==> config.mk <==
export PLATFORM = sky130hd
export DESIGN_NAME = cell_matrix_decoder
export DESIGN_NICKNAME = d
export VERILOG_FILES = /design/src/rtl/celldec_pkg.sv /design/src/rtl/therm_decoder.sv /design/src/rtl/cell_slice.sv /design/src/rtl/cell_matrix_decoder.sv
export SDC_FILE = /design/constraint.sdc
export NUM_CORES = 1
export LEC_CHECK = 0
export BUFFER_PORTS_ARGS = -buffer_cell sky130_fd_sc_hd__buf_4
export CORE_AREA = 2 2 400 402
export CTS_BUF_LIST = sky130_fd_sc_hd__clkbuf_4
export DETAILED_ROUTE_END_ITERATION = 16
export DIE_AREA = 0 0 402 404
export GPL_TIMING_DRIVEN = 0
export SLEW_MARGIN = 20
export SYNTH_ARGS = -nofsm -noshare
export SYNTH_HDL_FRONTEND = slang
export SYNTH_SLANG_ARGS = --single-unit
==> constraint.sdc <==
create_clock -name clk_i -period 1.8 [get_ports clk_i]
set_clock_uncertainty 0.2 [all_clocks]
set_input_delay 0.18 -clock clk_i [delete_from_list [all_inputs] [get_ports clk_i]]
set_output_delay 0.18 -clock clk_i [all_outputs]
set_load 0.01 [all_outputs]
==> src/rtl/celldec_pkg.sv <==
package celldec_pkg;
  localparam int unsigned DEF_ROW_BITS = 5;
  localparam int unsigned DEF_COL_BITS = 5;

  // Gate-level select for one cell: on if row below active, or active row and column lit
  function automatic logic cell_select(input logic row_full, input logic row_here,
                                       input logic col_on);
    return ~(~row_full & ~(row_here & col_on));
  endfunction
endpackage

==> src/rtl/therm_decoder.sv <==
module therm_decoder #(
  parameter int unsigned IN_BITS = 5,
  localparam int unsigned LINES = 1 << IN_BITS
) (
  input  logic [IN_BITS-1:0] bin_i,
  output logic [LINES-1:0]   therm_o
);
  for (genvar k = 0; k < LINES; k++) begin : g_line
    assign therm_o[k] = (bin_i > IN_BITS'(k));
  end
endmodule

==> src/rtl/cell_slice.sv <==
module cell_slice
  import celldec_pkg::*;
(
  input  logic clk_i,
  input  logic rst_ni,
  input  logic row_full_i,
  input  logic row_here_i,
  input  logic col_on_i,
  output logic en_o
);
  logic sel;
  assign sel = cell_select(row_full_i, row_here_i, col_on_i);

  always_ff @(posedge clk_i or negedge rst_ni) begin
    if (!rst_ni) en_o <= 1'b0;
    else         en_o <= sel;
  end
endmodule

==> src/rtl/cell_matrix_decoder.sv <==
module cell_matrix_decoder
  import celldec_pkg::*;
#(
  parameter int unsigned ROW_BITS = DEF_ROW_BITS,
  parameter int unsigned COL_BITS = DEF_COL_BITS,
  localparam int unsigned CODE_W = ROW_BITS + COL_BITS,
  localparam int unsigned ROWS = 1 << ROW_BITS,
  localparam int unsigned COLS = 1 << COL_BITS,
  localparam int unsigned NUM_CELLS = ROWS * COLS
) (
  input  logic                 clk_i,
  input  logic                 rst_ni,
  input  logic [CODE_W-1:0]    code_i,
  output logic [NUM_CELLS-1:0] cell_en_o
);
  logic [ROW_BITS-1:0] row_fld;
  logic [COL_BITS-1:0] col_fld;
  logic [ROWS-1:0]     row_th;
  logic [COLS-1:0]     col_th;
  logic [ROWS-1:0]     row_here;

  assign row_fld = code_i[CODE_W-1:COL_BITS];
  assign col_fld = code_i[COL_BITS-1:0];

  therm_decoder #(.IN_BITS(ROW_BITS)) u_row_dec (.bin_i(row_fld), .therm_o(row_th));
  therm_decoder #(.IN_BITS(COL_BITS)) u_col_dec (.bin_i(col_fld), .therm_o(col_th));

  // Active row: first row whose thermometer line is low
  for (genvar r = 0; r < ROWS; r++) begin : g_here
    if (r == 0) begin : g_first
      assign row_here[r] = ~row_th[r];
    end else begin : g_rest
      assign row_here[r] = ~row_th[r] & row_th[r-1];
    end
  end

  for (genvar r = 0; r < ROWS; r++) begin : g_row
    for (genvar c = 0; c < COLS; c++) begin : g_col
      cell_slice u_cell (
        .clk_i      (clk_i),
        .rst_ni     (rst_ni),
        .row_full_i (row_th[r]),
        .row_here_i (row_here[r]),
        .col_on_i   (col_th[c]),
        .en_o       (cell_en_o[r*COLS + c])
      );
    end
  end
endmodule

# Yosys cells after proc, flatten, opt, wreduce, memory -nomap -nowiden
# Cells that the tools add are included.
dict set report classes {
  addsub 0
  mul 0
  div 0
  n_lt_le_gt_ge 64
  eq_ne 0
  n_shift 0
  mux 0
  n_bitwise 4159
  reduce_logical 0
}
# operator count
set ops {}
lappend ops {{inverter 1 bit} 2080}
lappend ops {{bitwise AND 1 bit} 2079}
lappend ops {{> comparator 5 bit (second input constant)} 32}
lappend ops {{> comparator 5 x 4 -> 1 bit (second input constant)} 16}
lappend ops {{> comparator 5 x 3 -> 1 bit (second input constant)} 8}
lappend ops {{> comparator 5 x 1 -> 1 bit (second input constant)} 4}
lappend ops {{> comparator 5 x 2 -> 1 bit (second input constant)} 4}
dict set report totals {
  reg_bits 1024
  latch_bits 0
  mem_bits_rw 0
  rom_bits 0
  in_bits 12
  out_inout_bits 1024
  elab_cells 5247
  n_memories 0
}

# Longest topological paths before layout
dict set report depth {
  word_depth 7
  depth_mapped 9
  depth_no_buf 6
}

# By module
# From an unflattened synthesis, not the netlist that was laid out.
dict set report unflattened {
  hier_cells 2190
  area_unflattened_um2 34007.6
}
# mod instances cells_per_inst area_each_um2 seq_area_each_um2
set by_module_without_submodules {}
lappend by_module_without_submodules {cell_slice 1024 2 32.5 25.0}
lappend by_module_without_submodules {therm_decoder 2 55 249.0 0.0}
lappend by_module_without_submodules {cell_matrix_decoder 1 32 197.7 0.0}

# Worst setup path after synthesis
# OpenSTA, ideal clock, no wires.
dict set report synth_path {
  path_type {input port to flip-flop}
  start {input port code_i[4]}
  end {register g_row[2].g_col[1].u_cell.en_o}
  setup_time_ps 123
  arrival_time_ps 1336
  required_ps 1477
  slack_ps 141
  stages 6
  n_path_buf 3
  path_cell_list {buf_4 > buf_4 > buf_2 > or4_4 > o21ai_0 > nand2_1}
}
dict set report synth_via {
  elab_chain_len 5
}
# element line
set synth_rtl {}
lappend synth_rtl {{start, declared} cell_matrix_decoder.sv:13} ;# input logic [CODE_W-1:0] code_i,
lappend synth_rtl {{> comparator 5 x 1 -> 1 bit} therm_decoder.sv:9} ;# assign therm_o[k] = (bin_i > IN_BITS'(k));
lappend synth_rtl {{bitwise AND 1 bit} celldec_pkg.sv:8} ;# return ~(~row_full & ~(row_here & col_on));
lappend synth_rtl {{inverter 1 bit} celldec_pkg.sv:8}
lappend synth_rtl {{bitwise AND 1 bit} celldec_pkg.sv:8}
lappend synth_rtl {{inverter 1 bit} celldec_pkg.sv:8}
lappend synth_rtl {{named net g_row[2].g_col[1].u_cell.sel} cell_slice.sv:11} ;# logic sel;
lappend synth_rtl {{end signal, assigned} cell_slice.sv:16} ;# else en_o <= sel;
lappend synth_rtl {{end, declared} cell_slice.sv:9} ;# output logic en_o
# The timed path passes the listed nets, and every way through them passes these cells.

# Final worst setup path
dict set report layout_path {
  start {input port code_i[7]}
  end {register g_row[28].g_col[26].u_cell.en_o}
}
dict set report layout_via {
  elab_chain_len 7
  elab_cells_between_ends 8
  classes_between {order compare: 2; bitwise: 6}
}
# element line
set layout_rtl {}
lappend layout_rtl {{> comparator 5 bit} therm_decoder.sv:9}
lappend layout_rtl {{inverter 1 bit} {celldec_pkg.sv:8, cell_matrix_decoder.sv:33}}
lappend layout_rtl {{bitwise AND 1 bit} cell_matrix_decoder.sv:33} ;# assign row_here[r] = ~row_th[r] & row_th[r-1];
lappend layout_rtl {{bitwise AND 1 bit} celldec_pkg.sv:8}
lappend layout_rtl {{inverter 1 bit} celldec_pkg.sv:8}
lappend layout_rtl {{bitwise AND 1 bit (*)} celldec_pkg.sv:8}
lappend layout_rtl {{inverter 1 bit (*)} celldec_pkg.sv:8}
lappend layout_rtl {{named net g_row[28].g_col[26].u_cell.sel} cell_slice.sv:11}
lappend layout_rtl {{end signal, assigned} cell_slice.sv:16}
lappend layout_rtl {{end, declared} cell_slice.sv:9}
# Mark *: on every way through the listed nets, which the timed path passes. The rest lies on a longest branch.

==> impl_metrics.ini <==
[placement]
post-place-ws_ns = -1.66
gp_congestion = 0.897
dpl.hpwl_um = 163000
place_area_um2 = 52000
portBuffers = 1031

[logic_synthesis]
synth_edf_count = 0
synthArstFlopShare = 1.00
synth_cell_types = 56
synth_nets = 3595
ys_seq_area_frac = 0.626
ys_seq_elements = 1024
syn_avg_cell_area_um2 = 11.4
synth_area_um2 = 40900
yosys_warnings = 0
synth_top_flop_cell = dfrtp_1
synth_cells = 3583

[cells_and_area]
final_util = 0.341
layout-drive-gt1-share = 0.422
regMostFlops = g_row.g_col.u_cell.en_o
stdcell_area_um2 = 53900
area_growth_pct = 31.6
finalNetCount = 4089
largest_reg_flops = 1024
reg_top3 = g_row.g_col.u_cell.en_o (1024)

[setup_path]
cpPeakStageDelay_ns = 0.81
crit_fanout = 6
crit_path_start_kind = input port
critPathSlowestCell = dlygate4sd3_1
cp.arrival_ns = 3.26
crit_chain = buf_4 -> dlymetal6s4s_1 -> and2_1 -> buf_2 -> dlygate4sd3_1 -> nand2_1 -> dlygate4sd3_1 -> o32ai_2
worst-setup-path-type = in -> reg
crit_path_end_kind = register
path_common_cell = dlygate4sd3_1
cp_data_required_time_ns = 2.58

[power]
power_per_cell_area_nw_per_um2 = 1020
power.total_mw = 55.1
leakage_nw = 24.0
peakVddDrop_v = 0.000514

[run_status]
status = finished with violations
violations = negative hold slack, negative setup slack

[die]
io_pins = 1036
start_util = 0.259
rows = 146
core_area_um2 = 158000
die_h_um = 404
die_area_um2 = 162000
die_x_um = 402

[drt]
via_per_inst = 4.65
ant_nets = 0
drt-initial-drc-count = 2576
first_pass_iters = 7
routed_wl_um = 222000
vias = 29600
drc_errors = 0
wl_per_cell_um = 34.8

[timing]
rsz0062_at_grt = true
tightest_slew_ns = 1.21
slew_headroom = 0.197
setup_violations = 1706
fmax_mhz = 403
timing.final.crit_share = 1.38
fin_ws_ns = -0.681
period_needed_ns = 2.48
slew_viol_final = 0
hold_viol = 787
fin_worst_hold_slack_ns = -1.24

[grt]
overflow = 0
grtUsageTotal = 0.262
antenna_found_initial = 67
grt_pass1_vias = 30600
grt_pass1_wl_um = 283000
grt_max_degree = 152

[hold_path]
hold_class = in -> async

[cts]
clk_pin_slew_ns = 0.07
cts_tree = yes
clockBufferDepth = 4
cts.sink_count = 1024
cts_root_buf = clkbuf_4
numCtsBuffers = 301
htreeDepth = 5

[flow_run]
drv_cap = 0
## metrics by stage
stage                     cells  TNS (ns)
final                      6367   -427.88
after CTS                  6267   -600.12
after global routing       6338   -516.77
after floorplan            3583         0
after global placement     6686         -
after detailed placement   6711  -1069.26
## cells by family (layout without fill, tap and decap cells)
group,Yosys count,count (layout),share of synthesized area
buf+inv,1354,2025,0.224
other cells,1,42,0.0000916
compound gates,927,927,0.118
simple gates,277,277,0.0321
flops,1024,1024,0.626
## synth_stat cells, types with 2 or more instances
| cell type | count | area (um^2) |
|---|---|---|
| a21o_1 | 4 | 30.0 |
| a21oi_1 | 141 | 706 |
| a21oi_2 | 6 | 52.6 |
| a31oi_1 | 12 | 75.1 |
| and2_1 | 8 | 50.1 |
| and3_1 | 7 | 43.8 |
| buf_1 | 11 | 41.3 |
| buf_2 | 82 | 410 |
| buf_4 | 1039 | 7800 |
| buf_6 | 10 | 113 |
| clkbuf_1 | 163 | 612 |
| clkbuf_2 | 12 | 60.1 |
| dfrtp_1 | 1024 | 25600 |
| inv_1 | 35 | 131 |
| inv_2 | 2 | 7.51 |
| nand2_1 | 124 | 465 |
| nand2b_1 | 11 | 68.8 |
| nand3_1 | 27 | 135 |
| nand3b_1 | 3 | 22.5 |
| nor2_1 | 55 | 206 |
| nor2_2 | 4 | 25.0 |
| nor3_1 | 9 | 45.0 |
| nor3_2 | 3 | 30.0 |
| nor3_4 | 2 | 32.5 |
| o211ai_1 | 7 | 52.6 |
| o21a_1 | 3 | 22.5 |
| o21ai_0 | 704 | 3520 |
| o21ai_1 | 26 | 130 |
| o31ai_1 | 8 | 60.1 |
| o32ai_1 | 4 | 35.0 |
| or2_1 | 3 | 18.8 |
| or2_2 | 3 | 18.8 |
| or3_1 | 8 | 50.1 |
## layer usage
| layer | GRT usage | wire, um | vias up |
|---|---|---|---|
| met5 | 0 | 127 | - |
| met4 | 0.108 | 8790 | 18 |
| met3 | 0.0768 | 19400 | 428 |
| met2 | 0.417 | 104000 | 1875 |
| met1 | 0.332 | 89800 | 15500 |
| li1 | - | - | 11800 |
## where the power goes
part,internal (mW),switching [mW]
Combinational,3.35,5.05
Clock,11.2,10.3
Sequential,24.3,0.876
Total,38.9,16.2
## final timing paths
path / start / to / slack, ns / depth (start not counted)
min in group clk_i: code_i[3] / g_row[10].g_col[22].u_cell.en_o / -0.40 / 5
worst max-delay path: code_i[7] / g_row[28].g_col[26].u_cell.en_o / -0.68 / 8
max in group asynchronous: rst_ni / g_row[30].g_col[9].u_cell.en_o / 0.26 / 4
worst min-delay path: rst_ni / g_row[31].g_col[12].u_cell.en_o / -1.24 / 1
## worst max-delay path: cells and delay by family
kind	cells	cell delay, ns
and+or+nand+nor	2	0.34
buffers and inverters	5	2.21
AOI/OAI and AO/OA	1	0.52
## cells in the final DEF (no fill, tap or decap), drive strengths merged, types with 15 or more instances in the layout
cell          count
clkbuf          602
o21ai           731
buf            1191
dlymetal6s4s     15
inv              42
nor2             59
nand2           125
dlygate4sd3     121
a21oi           147
clkinv           44
dfrtp          1024
nand3            27
diode            41
## cell type report
| cell class | count | area [um^2] |
|---|---|---|
| clock inverters | 55 | 310 |
| repair buffers | 1217 | 13900 |
| flip-flops and latches | 1024 | 25600 |
| multi-input cells | 1205 | 6500 |
| fillers | 16000 | 104000 |
| plain buffers | 291 | 1510 |
| diodes | 41 | 103 |
| clock buffers | 425 | 3190 |
| inverters | 37 | 139 |
| well taps | 2072 | 2590 |
## what timing repair did
item                                    in CTS  in global routing
endpoints found under the hold margin     1801               1050
cloned                                       0                  0
buffers inserted                             0                 14
hold buffers                               100                 54
pin swaps                                    0                  7
endpoints found under the setup margin    1042               1926
gates resized for setup                   1040                211
Power figures use the tool's default switching activity.
